File: src/rtl/intv_trig_gen.sv
module intv_trig_gen #(
  parameter int W = 16
) (
  input  logic         clk,
  input  logic         rst_n,
  input  logic         ena,
  input  logic         ext_mode,
  input  logic         tick,
  input  logic         start_src,
  input  logic         sw_start,
  input  logic         ext_in,
  input  logic [W-1:0] interval,
  output logic         trig_out,
  output logic [W-1:0] count
);

  logic src_q, ext_q, running;
  logic [W-1:0] cnt_q;

  wire cnt_mode = ena && !ext_mode;
  wire start    = (start_src && !src_q) || sw_start;
  wire ext_rise = ext_in && !ext_q;
  wire hit      = running && tick && (cnt_q >= interval) && !start;

  always_ff @(posedge clk or negedge rst_n) begin
    if (!rst_n) begin
      src_q <= 1'b0;
      ext_q <= 1'b0;
    end else begin
      src_q <= start_src;
      ext_q <= ext_in;
    end
  end

  always_ff @(posedge clk or negedge rst_n) begin
    if (!rst_n) begin
      cnt_q   <= '0;
      running <= 1'b0;
    end else if (!cnt_mode) begin
      cnt_q   <= '0;
      running <= 1'b0;
    end else if (start) begin
      cnt_q   <= '0;
      running <= 1'b1;
    end else if (running && tick) begin
      cnt_q <= hit ? '0 : cnt_q + 1'b1;
    end
  end

  always_ff @(posedge clk or negedge rst_n) begin
    if (!rst_n) trig_out <= 1'b0;
    else        trig_out <= ena && (ext_mode ? ext_rise : hit);
  end

  assign count = cnt_q;

  AST_DIS_QUIET: assert property (@(posedge clk) disable iff (!rst_n)
    !ena |=> (!trig_out && count == '0));
  AST_START_CLR: assert property (@(posedge clk) disable iff (!rst_n)
    (cnt_mode && start) |=> (count == '0 && !trig_out));
  AST_WRAP: assert property (@(posedge clk) disable iff (!rst_n)
    (cnt_mode && running && tick && !start && count >= interval) |=> (trig_out && count == '0));
  AST_NO_TICK_HOLD: assert property (@(posedge clk) disable iff (!rst_n)
    (cnt_mode && !tick && !start) |=> $stable(count));
  AST_EXT_BYPASS: assert property (@(posedge clk) disable iff (!rst_n)
    (ena && ext_mode) |=> (count == '0));

endmodule

File: config.mk
export PLATFORM = sky130hd
export DESIGN_NAME = intv_trig_gen
export DESIGN_NICKNAME = d
export VERILOG_FILES = /design/src/rtl/intv_trig_gen.sv
export SDC_FILE = /design/constraint.sdc
export NUM_CORES = 1
export LEC_CHECK = 0
export ABC_AREA = 1
export BUFFER_PORTS_ARGS = -buffer_cell sky130_fd_sc_hd__buf_2
export CAP_MARGIN = 20
export CORE_ASPECT_RATIO = 0.9
export CORE_UTILIZATION = 27
export CTS_CLUSTER_SIZE = 10
export DETAILED_ROUTE_END_ITERATION = 6
export GPL_ROUTABILITY_DRIVEN = 0
export PLACE_DENSITY = 0.48
export SKIP_LAST_GASP = 1
export SLEW_MARGIN = 5
export SYNTH_ARGS = -nofsm -noshare
export SYNTH_HDL_FRONTEND = slang
export SYNTH_SLANG_ARGS = --single-unit
File: constraint.sdc
create_clock -name clk -period 1.59 [get_ports clk]
set_input_delay 0.318 -clock clk [delete_from_list [all_inputs] [get_ports clk]]
set_output_delay 0.318 -clock clk [all_outputs]
set_load 0.01 [all_outputs]
---- Word-level counts from Yosys, hierarchy flattened ----
Index checks and enable logic that the tools add are counted.
operators by class
  $add $sub $neg .......................... 1
  multipliers ............................. 0
  divide/modulo/power cells ............... 0
  magnitude comparators ................... 1
  equality and inequality tests ........... 2
  shift operators ......................... 0
  multiplexer cells ....................... 7
  bitwise logic cells ..................... 0
  reductions and logical operators ........ 12
operator list
  cell                                                    number
  2-to-1 mux 16 bit                                       4
  adder 16 x 1 -> 16 bit (second input constant)          1
  >= comparator 16 bit                                    1
  logical AND 1 bit                                       7
  logical NOT 1 bit                                       4
  2-to-1 mux 1 bit                                        3
  inequality test 3 x 1 -> 1 bit (second input constant)  1
  inequality test 2 x 1 -> 1 bit (second input constant)  1
  logical OR 1 bit                                        1
storage, ports and cells
  register bits after elaboration ......... 20
  latch bits .............................. 0
  RAM bits ................................ 0
  memory bits (read-only) ................. 0
  bits of input ports ..................... 24
  output and inout bits ................... 17
  logic and storage cells ................. 28
  memories ................................ 0

---- Logic depth before layout (Yosys ltp) ----
Gate-level depths: netlist of the first run.
  word-level depth ........................ 9
  depth in mapped cells ................... 14
  mapped depth without buffers ............ 14

---- Least setup slack after synthesis of the first run ----
OpenSTA, ideal clock, no wires.
  kind .................................... flip-flop to flip-flop
  from .................................... reg cnt_q[11], in the netlist count[11]
  to ...................................... reg cnt_q[1], in the netlist count[1]
  setup time .............................. 83 ps
  arrival time ............................ 1496 ps
  required time ........................... 1507 ps
  slack ................................... 11 ps
  stages on the path, launching flop included .. 8
  path buffers ............................ 1
  period minus slack after synthesis ...... 1579 ps
  path through ............................ dfrtp_1 ha_1 a21oi_1 o21ai_0 a21oi_1 nand3_1 clkbuf_2 o21ai_0
between the ends
  word-level cells in the longest chain between the ends .. 7
ends and longest elaborated chain
  element                         RTL line  RTL
  from (decl)                     18        logic [W-1:0] cnt_q;
  from (signal assigned)          46        cnt_q <= hit ? '0 : cnt_q + 1'b1;
  >= comparator 16 bit            23        wire hit = running && tick && (cnt_q >= interval) && !start;
  logical AND 1 bit (2 in a row)  23
  2-to-1 mux 16 bit               46
  2-to-1 mux 16 bit               45        end else if (running && tick) begin
  2-to-1 mux 16 bit               42        end else if (start) begin
  2-to-1 mux 16 bit               39        end else if (!cnt_mode) begin
Every way passes these cells. The select of a mux whose other input is x is not followed.
A chain may end at the register's enable or synchronous reset.

---- Final worst setup path of the first run ----
  from .................................... reg cnt_q[2], in the netlist count[2]
  to ...................................... reg cnt_q[5], in the netlist count[5]
between the ends
  word-level cells in the longest chain between the ends .. 7
  elaborated cells between the ends (all ways) .. 8
  classes of those cells .................. add/sub: 1; order compare: 1; mux: 4; reduce/logical: 2
ends and longest elaborated chain
  element                         RTL line
  >= comparator 16 bit            23
  logical AND 1 bit (2 in a row)  23
  2-to-1 mux 16 bit (*)           46
  2-to-1 mux 16 bit (*)           45
  2-to-1 mux 16 bit (*)           42
  2-to-1 mux 16 bit (*)           39
Every way passes the cells marked *; elsewhere a longest branch is shown, timed or not. The select of a mux whose other input is x is not followed.

==> flow_summary_export.csv, run 1 <==
group,metric,value,unit
status,status,"finished with violations",
status,failed_checks,"negative setup slack",
job,cap_violations,0,
drt,drtPass1Iterations,5,
synthesis,ys_async_sr_fraction,1.000,
floorplan,rows,25,
sta,hold_viol,0,
pwr,netSwitchingPower,286.3,uW
setup_path,rrSetupSlack,-20,ps
setup_path,worstReg2RegStart,"count[2]",
cts,clockBufferDepth,2,
grt,grt_pass1_wl,5.934,mm
floorplan,initial_core_util,0.2842,
floorplan,ioPinCount,41,
setup_path,critPathLaunchType,"flop",
drt,wl_per_cell,11.06,um
setup_path,timing.rr.end,"count[5]",
setup_path,slowest_delay,390,ps
synthesis,yosysUniqueCellTypes,26,
sta,finalCritPeriodShare,1.015,
setup_path,crit_type,"reg2reg",
setup_path,worstPathMaxFanout,7,
cts,path_clk_slew,70,ps
cts,clock_sinks,20,
floorplan,dieWidth,80.87,um
sta,hold_slack,3.091,ps
final_layout,layout_commonest_cell,"nand2_1",
synthesis,synth_flop_cell,"dfrtp_1",
place,io_buffers,40,
setup_path,cp_common_cell,"nand2_2",
drt,drt-total-wl,3.781,mm
sta,setup_viol,10,
grt,grtUsageTotal,0.1333,
floorplan,die_area,5902,um2
drt,vias_per_cell,4.348,
sta,rsz0062_at_grt,"true",
synthesis,netlist.area_leader.share,0.3311,
place,pre_cts_ws,-166.5,ps
sta,min_period,1613,ps
pwr,clkPwrFrac,0.321,
pwr,swShare,0.2686,
final_layout,final_area,2235,um2
sta,setup_slack,-23.15,ps
place,dpl_cell_area,1988,um2
drt,final_antenna_net_count,0,
pwr,power_density,477.0,nW/um2
synthesis,ys_seq_area_frac,0.3311,
setup_path,end_kind,"flop",
drt,drc,0,
cts,cts_tree,"built",
final_layout,fillerInstances,562,
grt,first_global_vias,1343,
hold_path,hold_class,"in2async",
synthesis,synthCells,205,
place,hpwl,2.820,mm
final_layout,regArea,500.5,um2
synthesis,synth_area_leaders,"dfrtp_1 33%, ha_1 14%, nand2_1 13%",
final_layout,nets,318,
cts,clock_latency,260,ps
synthesis,synth_area_per_cell,7.373,um2
final_layout,drive_gt1_frac,0.4545,
pwr,p_leak,1.192,nW
cts,numCtsBuffers,3,
final_layout,final_util,0.4202,
sta,finClkSkew,2.658,ps
final_layout,n_antenna_cell,0,
final_layout,final_cell_mix,"43 x nand2_1, 40 x buf_2, 32 x inv_1, 26 x buf_4, 20 x dfrtp_1",
setup_path,cp_slowest_cell,"dfrtp_1",
grt,grt_overflow,0,
sta,worstMarginPinSlew,474.8,ps
sta,max_clock_freq,619.9,MHz
sta,relSlewSlack,0.6834,
final_layout,multi_input_area,1045,um2
synthesis,synth_edf_count,0,
pwr,internal-power,779.6,uW
setup_path,crit_chain,"ha_1 -> nand2_2 -> nor2_2 -> nor2_1 -> nand2_1 -> nand2_1 -> nand2_2 -> nand2_2 -> nand3_2 -> buf_6 -> o21ai_1",
cts,cts_hold_repair.buffers,0,
cts,cts_root_buf,"clkbuf_8",
synthesis,synth_area_leader_cell,"dfrtp_1",
drt,vias,1487,
pwr,combPwrFrac,0.184,
grt,antenna_found_initial,0,
pwr,ir_drop,0.0002500,V
synthesis,synthesis.area,1511,um2
floorplan,coreArea,5318,um2
cts,cts_max_level,1,
setup_path,cp.arrival,1810,ps
setup_path,critPathRequiredTime,1780,ps
final_layout,area_delta_synth_final,47.85,%
synthesis,syn-num-nets,246,
synthesis,yosys_warnings,0,
grt,grt_max_degree,21,
pwr,pwr-share-seq,0.495,
setup_path,r2r_cells,11,
floorplan,die_h,72.98,um
setup_path,startpoint,"count[2]",
synthesis,synth_seq_cells,20,
sta,drv_slew,0,
drt,drt-initial-drc-count,37,
power groups by stage:
stage | Clock [mW] | Combinational, mW | Sequential, mW
after global placement | 0 | 0.170 | 0.536
after CTS | 0.357 | 0.186 | 0.526
after global routing | 0.367 | 0.225 | 0.528
after floorplan | 0 | 0.0742 | 0.543
after detailed placement | 0 | 0.173 | 0.536
final | 0.342 | 0.196 | 0.528
registers in the layout, summed over array words and instances, names as in the netlist:
name      flops
src_q         1
ext_q         1
running       1
trig_out      1
count        16
metrics by stage:
step	power [mW]	setup TNS, ps	cells
2_1_floorplan	0.6168	0	205
3_3_place_gp	0.7063	-1792	337
3_5_place_dp	0.7094	-1953	337
4_1_cts	1.068	-486.8	340
5_1_grt	1.121	-2425	342
6_report	1.066	-126.1	342
worst max path at each step:
| stage | end | slack, ps | cells past startpoint |
|---|---|---|---|
| 5_1_grt | count[9] | -180 | 11 |
| 3_3_place_gp | count[1] | -150 | 13 |
| 3_5_place_dp | count[1] | -170 | 13 |
| 4_1_cts | count[4] | -40 | 11 |
| 2_1_floorplan | count[1] | 10 | 7 |
| 6_report | count[5] | -20 | 11 |
final cells by class:
type	count	share of cell area
multi-input cells	147	0.4675
clock buffers	3	0.01848
inverters	36	0.06047
well taps	67	0.03751
flip-flops and latches	20	0.2240
repair buffers	69	0.1920
per-layer routing:
layer	share of wire	GRT usage	vias to the layer above
met5	0	0	-
met4	0.011	0.04167	0
met3	0.036	0.03250	4
met2	0.47	0.2082	25
met1	0.48	0.1806	670
li1	-	-	788
cell families after synthesis:
logic type | share of synthesized area
adders and majority gates | 0.1407
and+or+nand+nor | 0.2682
xor gates and xnor gates | 0.04056
AOI/OAI and AO/OA | 0.1234
buffers and inverters | 0.09602
DFF | 0.3311
Yosys cell counts (2+ instances only):
cell type  number
nand2_1        53
inv_1          34
dfrtp_1        20
ha_1           17
o21ai_0        16
nor2_1         14
a21oi_1        10
nand3_1         8
nor2_2          5
nand2_2         4
xor2_1          4
nor2_4          3
xnor2_1         3
inv_2           2
timing repair:
action | in CTS | in global routing
resized for setup | 22 | 32
pin swaps | 4 | 10
buffers inserted | 0 | 2
setup endpoints to repair | 16 | 17
hold endpoints to repair | 0 | 0
worst max-delay path: cells and delay by family, from the launching register on:
kind / cells / cell delay (ps)
flops: 1 / 390
buf+inv: 1 / 160
fa+ha+maj: 1 / 290
compound gates: 1 / 110
simple gates: 8 / 580
Note: power is estimated with default switching activity, not from simulation.
==> run 2, diff against run 1 <==
--- a/config.mk
+++ b/config.mk
@@ -14,6 +14,7 @@
 export DETAILED_ROUTE_END_ITERATION = 6
 export GPL_ROUTABILITY_DRIVEN = 0
 export PLACE_DENSITY = 0.48
+export REMOVE_ABC_BUFFERS = 1
 export SKIP_LAST_GASP = 1
 export SLEW_MARGIN = 5
 export SYNTH_ARGS = -nofsm -noshare
==> run 2 against run 1 <==
  * Via count is 0.13% lower
  * Worst hold slack worse by 4.3 ps
  * First-iteration DRC count is 11% lower
  * Critical path type unchanged
  * The run ends with negative hold slack, negative setup slack left
==> flow_summary_export.csv, run 2 (synthesized netlist as in run 1, its figures left out) <==
group,metric,value,unit
status,status,"finished with violations",
status,failed_checks,"negative hold slack, negative setup slack",
sta,rsz0062_at_grt,"true",
drt,wl_per_cell,11.12,um
cts,clockBufferDepth,2,
pwr,pwr-share-seq,0.426,
final_layout,final_cell_mix,"48 x nand2_1, 40 x buf_2, 33 x inv_1, 29 x buf_4, 20 x dfrtp_1",
drt,final_antenna_net_count,0,
grt,antenna_found_initial,0,
sta,setup_viol,16,
sta,finClkSkew,3.114,ps
floorplan,ioPinCount,41,
final_layout,final_area,2302,um2
pwr,power_density,538.7,nW/um2
floorplan,initial_core_util,0.2842,
grt,grtUsageTotal,0.1332,
final_layout,regArea,500.5,um2
drt,drc,0,
drt,vias,1485,
grt,grt_overflow,0,
final_layout,area_delta_synth_final,52.32,%
cts,clock_latency,260,ps
drt,drt-initial-drc-count,33,
setup_path,worstReg2RegStart,"count[11]",
setup_path,worstPathMaxFanout,4,
pwr,combPwrFrac,0.160,
cts,path_clk_slew,80,ps
place,pre_cts_ws,-184.9,ps
floorplan,dieWidth,80.87,um
grt,grt_max_degree,21,
final_layout,multi_input_area,1067,um2
setup_path,crit_type,"reg2reg",
setup_path,startpoint,"count[11]",
setup_path,cp.arrival,1840,ps
drt,vias_per_cell,4.304,
pwr,p_leak,1.274,nW
sta,hold_viol,2,
sta,max_clock_freq,608.1,MHz
sta,min_period,1645,ps
final_layout,drive_gt1_frac,0.4353,
setup_path,critPathLaunchType,"flop",
floorplan,die_area,5902,um2
place,dpl_cell_area,1988,um2
final_layout,nets,320,
setup_path,end_kind,"flop",
setup_path,critPathRequiredTime,1780,ps
place,dp.cells,337,
grt,first_global_vias,1343,
place,hpwl,2.870,mm
sta,hold_slack,-1.250,ps
job,cap_violations,0,
pwr,internal-power,948.5,uW
place,io_buffers,40,
cts,cts_max_level,1,
sta,setup_slack,-54.53,ps
floorplan,rows,25,
final_layout,largest_reg_flops,16,
pwr,netSwitchingPower,291.8,uW
drt,drtPass1Iterations,4,
pwr,fin_total_pwr,1.240,mW
setup_path,r2r_cells,7,
cts,cts_hold_repair.buffers,0,
cts,cts_root_buf,"clkbuf_8",
grt,grt_pass1_wl,6.023,mm
final_layout,finalNonFillerCells,345,
cts,cts_tree,"built",
final_layout,n_antenna_cell,0,
sta,drv_slew,0,
sta,worstMarginPinSlew,470.3,ps
final_layout,layout_commonest_cell,"nand2_1",
cts,clock_sinks,20,
sta,finalCritPeriodShare,1.034,
sta,setup_tns,-554.3,ps
pwr,clkPwrFrac,0.414,
pwr,swShare,0.2353,
floorplan,coreArea,5318,um2
final_layout,final_util,0.4329,
floorplan,die_h,72.98,um
pwr,ir_drop,0.0004746,V
cts,numCtsBuffers,3,
final_layout,fillerInstances,568,
sta,relSlewSlack,0.6865,
drt,drt-total-wl,3.835,mm
hold_path,hold_class,"in2async",
==> run 2: timing repair <==
item,in CTS,in global routing
endpoints found under the setup margin,16,17
setup buffers,1,3
gates cloned,0,0
resized for setup,22,33
hold endpoints to repair,0,0
pin swaps,7,10
==> run 2: power by group through the flow <==
| stage | sequential (mW) | combinational, mW | clock (mW) |
|---|---|---|---|
| 6_report | 0.529 | 0.198 | 0.514 |
| 5_1_grt | 0.531 | 0.230 | 0.551 |
| 4_1_cts | 0.528 | 0.186 | 0.529 |
| 3_5_place_dp | 0.537 | 0.173 | 0 |
| 3_3_place_gp | 0.538 | 0.171 | 0 |
| 2_1_floorplan | 0.543 | 0.0734 | 0 |
==> run 2: final timing paths <==
path	to	slack, ps
setup / recovery	count[3]	-50
hold / removal	count[15]	-1
setup reg to reg	count[3]	-50
hold reg to reg	trig_out	430
max in group asynchronous	running	1260
min in group clk	ext_q	170
==> run 2: layer usage <==
metal,track usage,wire (um),part of all wire,vias to the layer above
li1,-,-,-,791
met1,0.1818,1928,0.50,660
met2,0.2176,1711,0.45,32
met3,0.03250,181,0.047,2
met4,0.01786,12,0.0031,0
met5,0,0,0,-
==> run 2: cell type report <==
type,instances,share of cell area
Clock buffer,3,0.01793
Clock inverter,1,0.01304
Inverter,36,0.05870
Multi-Input combinational cell,147,0.4636
Sequential cell,20,0.2174
Tap cell,67,0.03641
Timing Repair Buffer,71,0.1929
==> run 2: worst max-delay path, cell delays in order (launching register included) <==
cell	delay, ps
dfrtp_1	420
ha_4	240
a21oi_1	120
o21ai_0	120
a21oi_2	270
nand3_4	130
buf_6	160
o21ai_2	120
==> run 3, diff against run 2 <==
--- a/config.mk
+++ b/config.mk
@@ -5,15 +5,14 @@
 export SDC_FILE = /design/constraint.sdc
 export NUM_CORES = 1
 export LEC_CHECK = 0
-export ABC_AREA = 1
 export BUFFER_PORTS_ARGS = -buffer_cell sky130_fd_sc_hd__buf_2
 export CAP_MARGIN = 20
-export CORE_ASPECT_RATIO = 0.9
+export CORE_ASPECT_RATIO = 2
 export CORE_UTILIZATION = 27
 export CTS_CLUSTER_SIZE = 10
 export DETAILED_ROUTE_END_ITERATION = 6
 export GPL_ROUTABILITY_DRIVEN = 0
-export PLACE_DENSITY = 0.48
+export PLACE_DENSITY = 0.49
 export REMOVE_ABC_BUFFERS = 1
 export SKIP_LAST_GASP = 1
 export SLEW_MARGIN = 5
==> run 3 against run 2 <==
  * The run ends with negative setup slack left
  * Via count increased by 4.5%
  * Total power shrank 5.9%
  * First-iteration DRC count is 42% lower
  * Count of clock-buffer cells in the layout unchanged
==> flow_summary_export.csv, run 3 <==
group,metric,value,unit
status,status,"finished with violations",
status,failed_checks,"negative setup slack",
place,io_buffers,40,
final_layout,final_util,0.4361,
floorplan,initial_core_util,0.2817,
cts,clock_latency,270,ps
floorplan,dieWidth,53.78,um
final_layout,layout_commonest_cell,"buf_2",
grt,grt_max_degree,21,
setup_path,r2r_cells,8,
final_layout,drive_gt1_frac,0.4377,
synthesis,yosysUniqueCellTypes,36,
grt,grt_overflow,0,
drt,vias_per_cell,4.805,
synthesis,ys_seq_area_frac,0.3457,
drt,wl_met1,1.572,mm
final_layout,largest_reg_flops,16,
synthesis,synth_edf_count,0,
synthesis,yosys.area_share.xor_xnor,0,
cts,clock_sinks,20,
cts,cts_root_buf,"clkbuf_8",
sta,setup_slack,-323.4,ps
synthesis,yosys.area_share.adder,0.1469,
sta,finClkSkew,9.790,ps
floorplan,coreArea,5139,um2
hold_path,hold_class,"in2async",
sta,min_period,1913,ps
synthesis,synth_area_leader_cell,"dfrtp_1",
cts,numCtsBuffers,3,
synthesis,synth_most_common_cell,"nand2_1",
pwr,combPwrFrac,0.100,
setup_path,rrSetupSlack,-320,ps
place,hpwl,3.215,mm
synthesis,synth_compound_area_frac,0.1046,
synthesis,synthesis.area,1448,um2
setup_path,worstReg2RegStart,"count[1]",
sta,hold_viol,0,
synthesis,synth.area.mux_share,0.007779,
sta,max_clock_freq,522.6,MHz
synthesis,ys_top_cells_by_count,"32 x nand2_1, 21 x nand3_1, 20 x dfrtp_1",
setup_path,end_kind,"flop",
floorplan,rows,37,
cts,clockBufferDepth,2,
floorplan,ioPinCount,41,
final_layout,n_antenna_cell,0,
place,dp.cells,313,
setup_path,crit_type,"reg2reg",
pwr,ir_drop,0.0004726,V
sta,rsz0062_at_grt,"true",
sta,worstMarginPinSlew,500.5,ps
final_layout,finalNonFillerCells,323,
grt,grtUsageTotal,0.1703,
cts,path_clk_slew,90,ps
drt,drt-initial-drc-count,19,
synthesis,synthSimpleGateAreaFrac,0.3345,
pwr,pwr-share-seq,0.441,
cts,cts_max_level,1,
drt,drt-total-wl,4.171,mm
synthesis,netlist.area_leader.share,0.3457,
sta,setup_viol,16,
drt,final_antenna_net_count,0,
drt,vias,1552,
pwr,clkPwrFrac,0.459,
synthesis,synth_area_leaders,"dfrtp_1 35%, ha_1 15%, nand2_1 8.3%",
drt,routed.top_layer,"met4",
grt,antenna_found_initial,0,
pwr,netSwitchingPower,260.6,uW
job,cap_violations,0,
floorplan,die_area,5676,um2
setup_path,critPathRequiredTime,1790,ps
pwr,internal-power,906.6,uW
final_layout,final_cell_mix,"41 x buf_2, 39 x buf_4, 30 x nand2_1, 20 x dfrtp_1, 19 x inv_1",
final_layout,area_delta_synth_final,54.80,%
setup_path,timing.rr.end,"count[14]",
synthesis,synth_flop_cell,"dfrtp_1",
synthesis,synthCells,181,
pwr,p_leak,1.223,nW
grt,first_global_vias,1597,
drt,drc,0,
setup_path,critPathLaunchType,"flop",
drt,wl_per_cell,12.91,um
sta,drv_slew,0,
synthesis,synth_top_family_by_area,"simple AND/OR/NAND/NOR gates",
final_layout,nets,307,
grt,grt_pass1_wl,7.024,mm
sta,finalCritPeriodShare,1.203,
cts,cts_tree,"built",
synthesis,synth_area_per_cell,7.998,um2
pwr,power_density,520.9,nW/um2
drt,met2_wirelength,2.390,mm
setup_path,cp.arrival,2120,ps
floorplan,die_h,105.6,um
pwr,swShare,0.2233,
synthesis,yosys_warnings,0,
synthesis,synth_seq_cells,20,
synthesis,ys_async_sr_fraction,1.000,
drt,drtPass1Iterations,5,
setup_path,worstPathMaxFanout,7,
sta,relSlewSlack,0.6664,
drt,dr_wl_met3,118,um
[run 3: cell types whose count changed after synthesis, sizes merged, moves of 3 or more]
cell    before  now
a21oi       11    8
and3         0    3
inv         36   19
nand2       57   32
nand3        8   21
nand3b       0    5
nor2        22   15
nor2b        0    3
nor3         1    4
o21ai       16    9
xnor2        3    0
xor2         4    0
[run 3: repair_timing]
action	4_1_cts	5_1_grt
gates cloned	0	1
gates resized for setup	26	9
pin swaps	16	1
endpoints found under the setup margin	17	17
endpoints found under the hold margin	0	0
hold buffers	0	0
setup buffers	5	1
[run 3: worst max-delay path by stage]
stage	start	to	slack, ps
final	count[1]	count[14]	-320
after global placement	interval[2]	count[14]	-500
after global routing	count[1]	count[14]	-430
after CTS	count[1]	count[14]	-310
after floorplan	count[2]	count[14]	-590
after detailed placement	interval[2]	count[14]	-540
[run 3: power by group through the flow]
stage	combinational (mW)	clock [mW]	sequential, mW
global placement	0.105	0	0.525
floorplan	0.0388	0	0.525
detailed placement	0.107	0	0.525
finish	0.117	0.536	0.514
global route	0.136	0.565	0.515
CTS	0.118	0.547	0.514
[run 3: critical path, stage by stage, from the launching register on]
cell	delay (ps)
dfrtp_1	400
buf_6	130
ha_4	140
a211oi_2	230
o21ai_2	90
a21oi_2	160
o2111a_2	280
or3b_1	360
nand3_1	70
[run 3: cell type report]
type                       instances  area (um2)
fill                             550        2898
multi-input combinational        139       993.5
timing repair buffer              83       531.8
sequential                        20       500.5
tap                               58       72.57
inverter                          19       71.32
clock buffer                       3       41.29
clock inverter                     1       30.03
[run 3: metal layers]
layer / vias to the layer above / GRT usage
li1: 797 / -
met1: 720 / 0.1766
met2: 30 / 0.3131
met3: 5 / 0.01876
met4: 0 / 0.07895
met5: - / 0
[run 3: through the flow]
stage	setup TNS (ps)	area (um2)	total power [mW]	worst slack (ps)	hold slack, ps
CTS	-3745	2197	1.179	-315.0	19.01
finish	-4115	2241	1.167	-323.4	2.976
detailed placement	-7520	1988	0.6312	-543.9	316.9
global route	-5673	2241	1.216	-432.6	40.65
floorplan	-7020	1431	0.5637	-594.1	22.41
global placement	-7054	1988	0.6296	-502.1	312.8
[run 3: kinds of logic after synthesis]
group           Yosys count
fa+ha+maj                17
buf+inv                  22
compound gates           25
simple gates             96
flops                    20
mux                       1
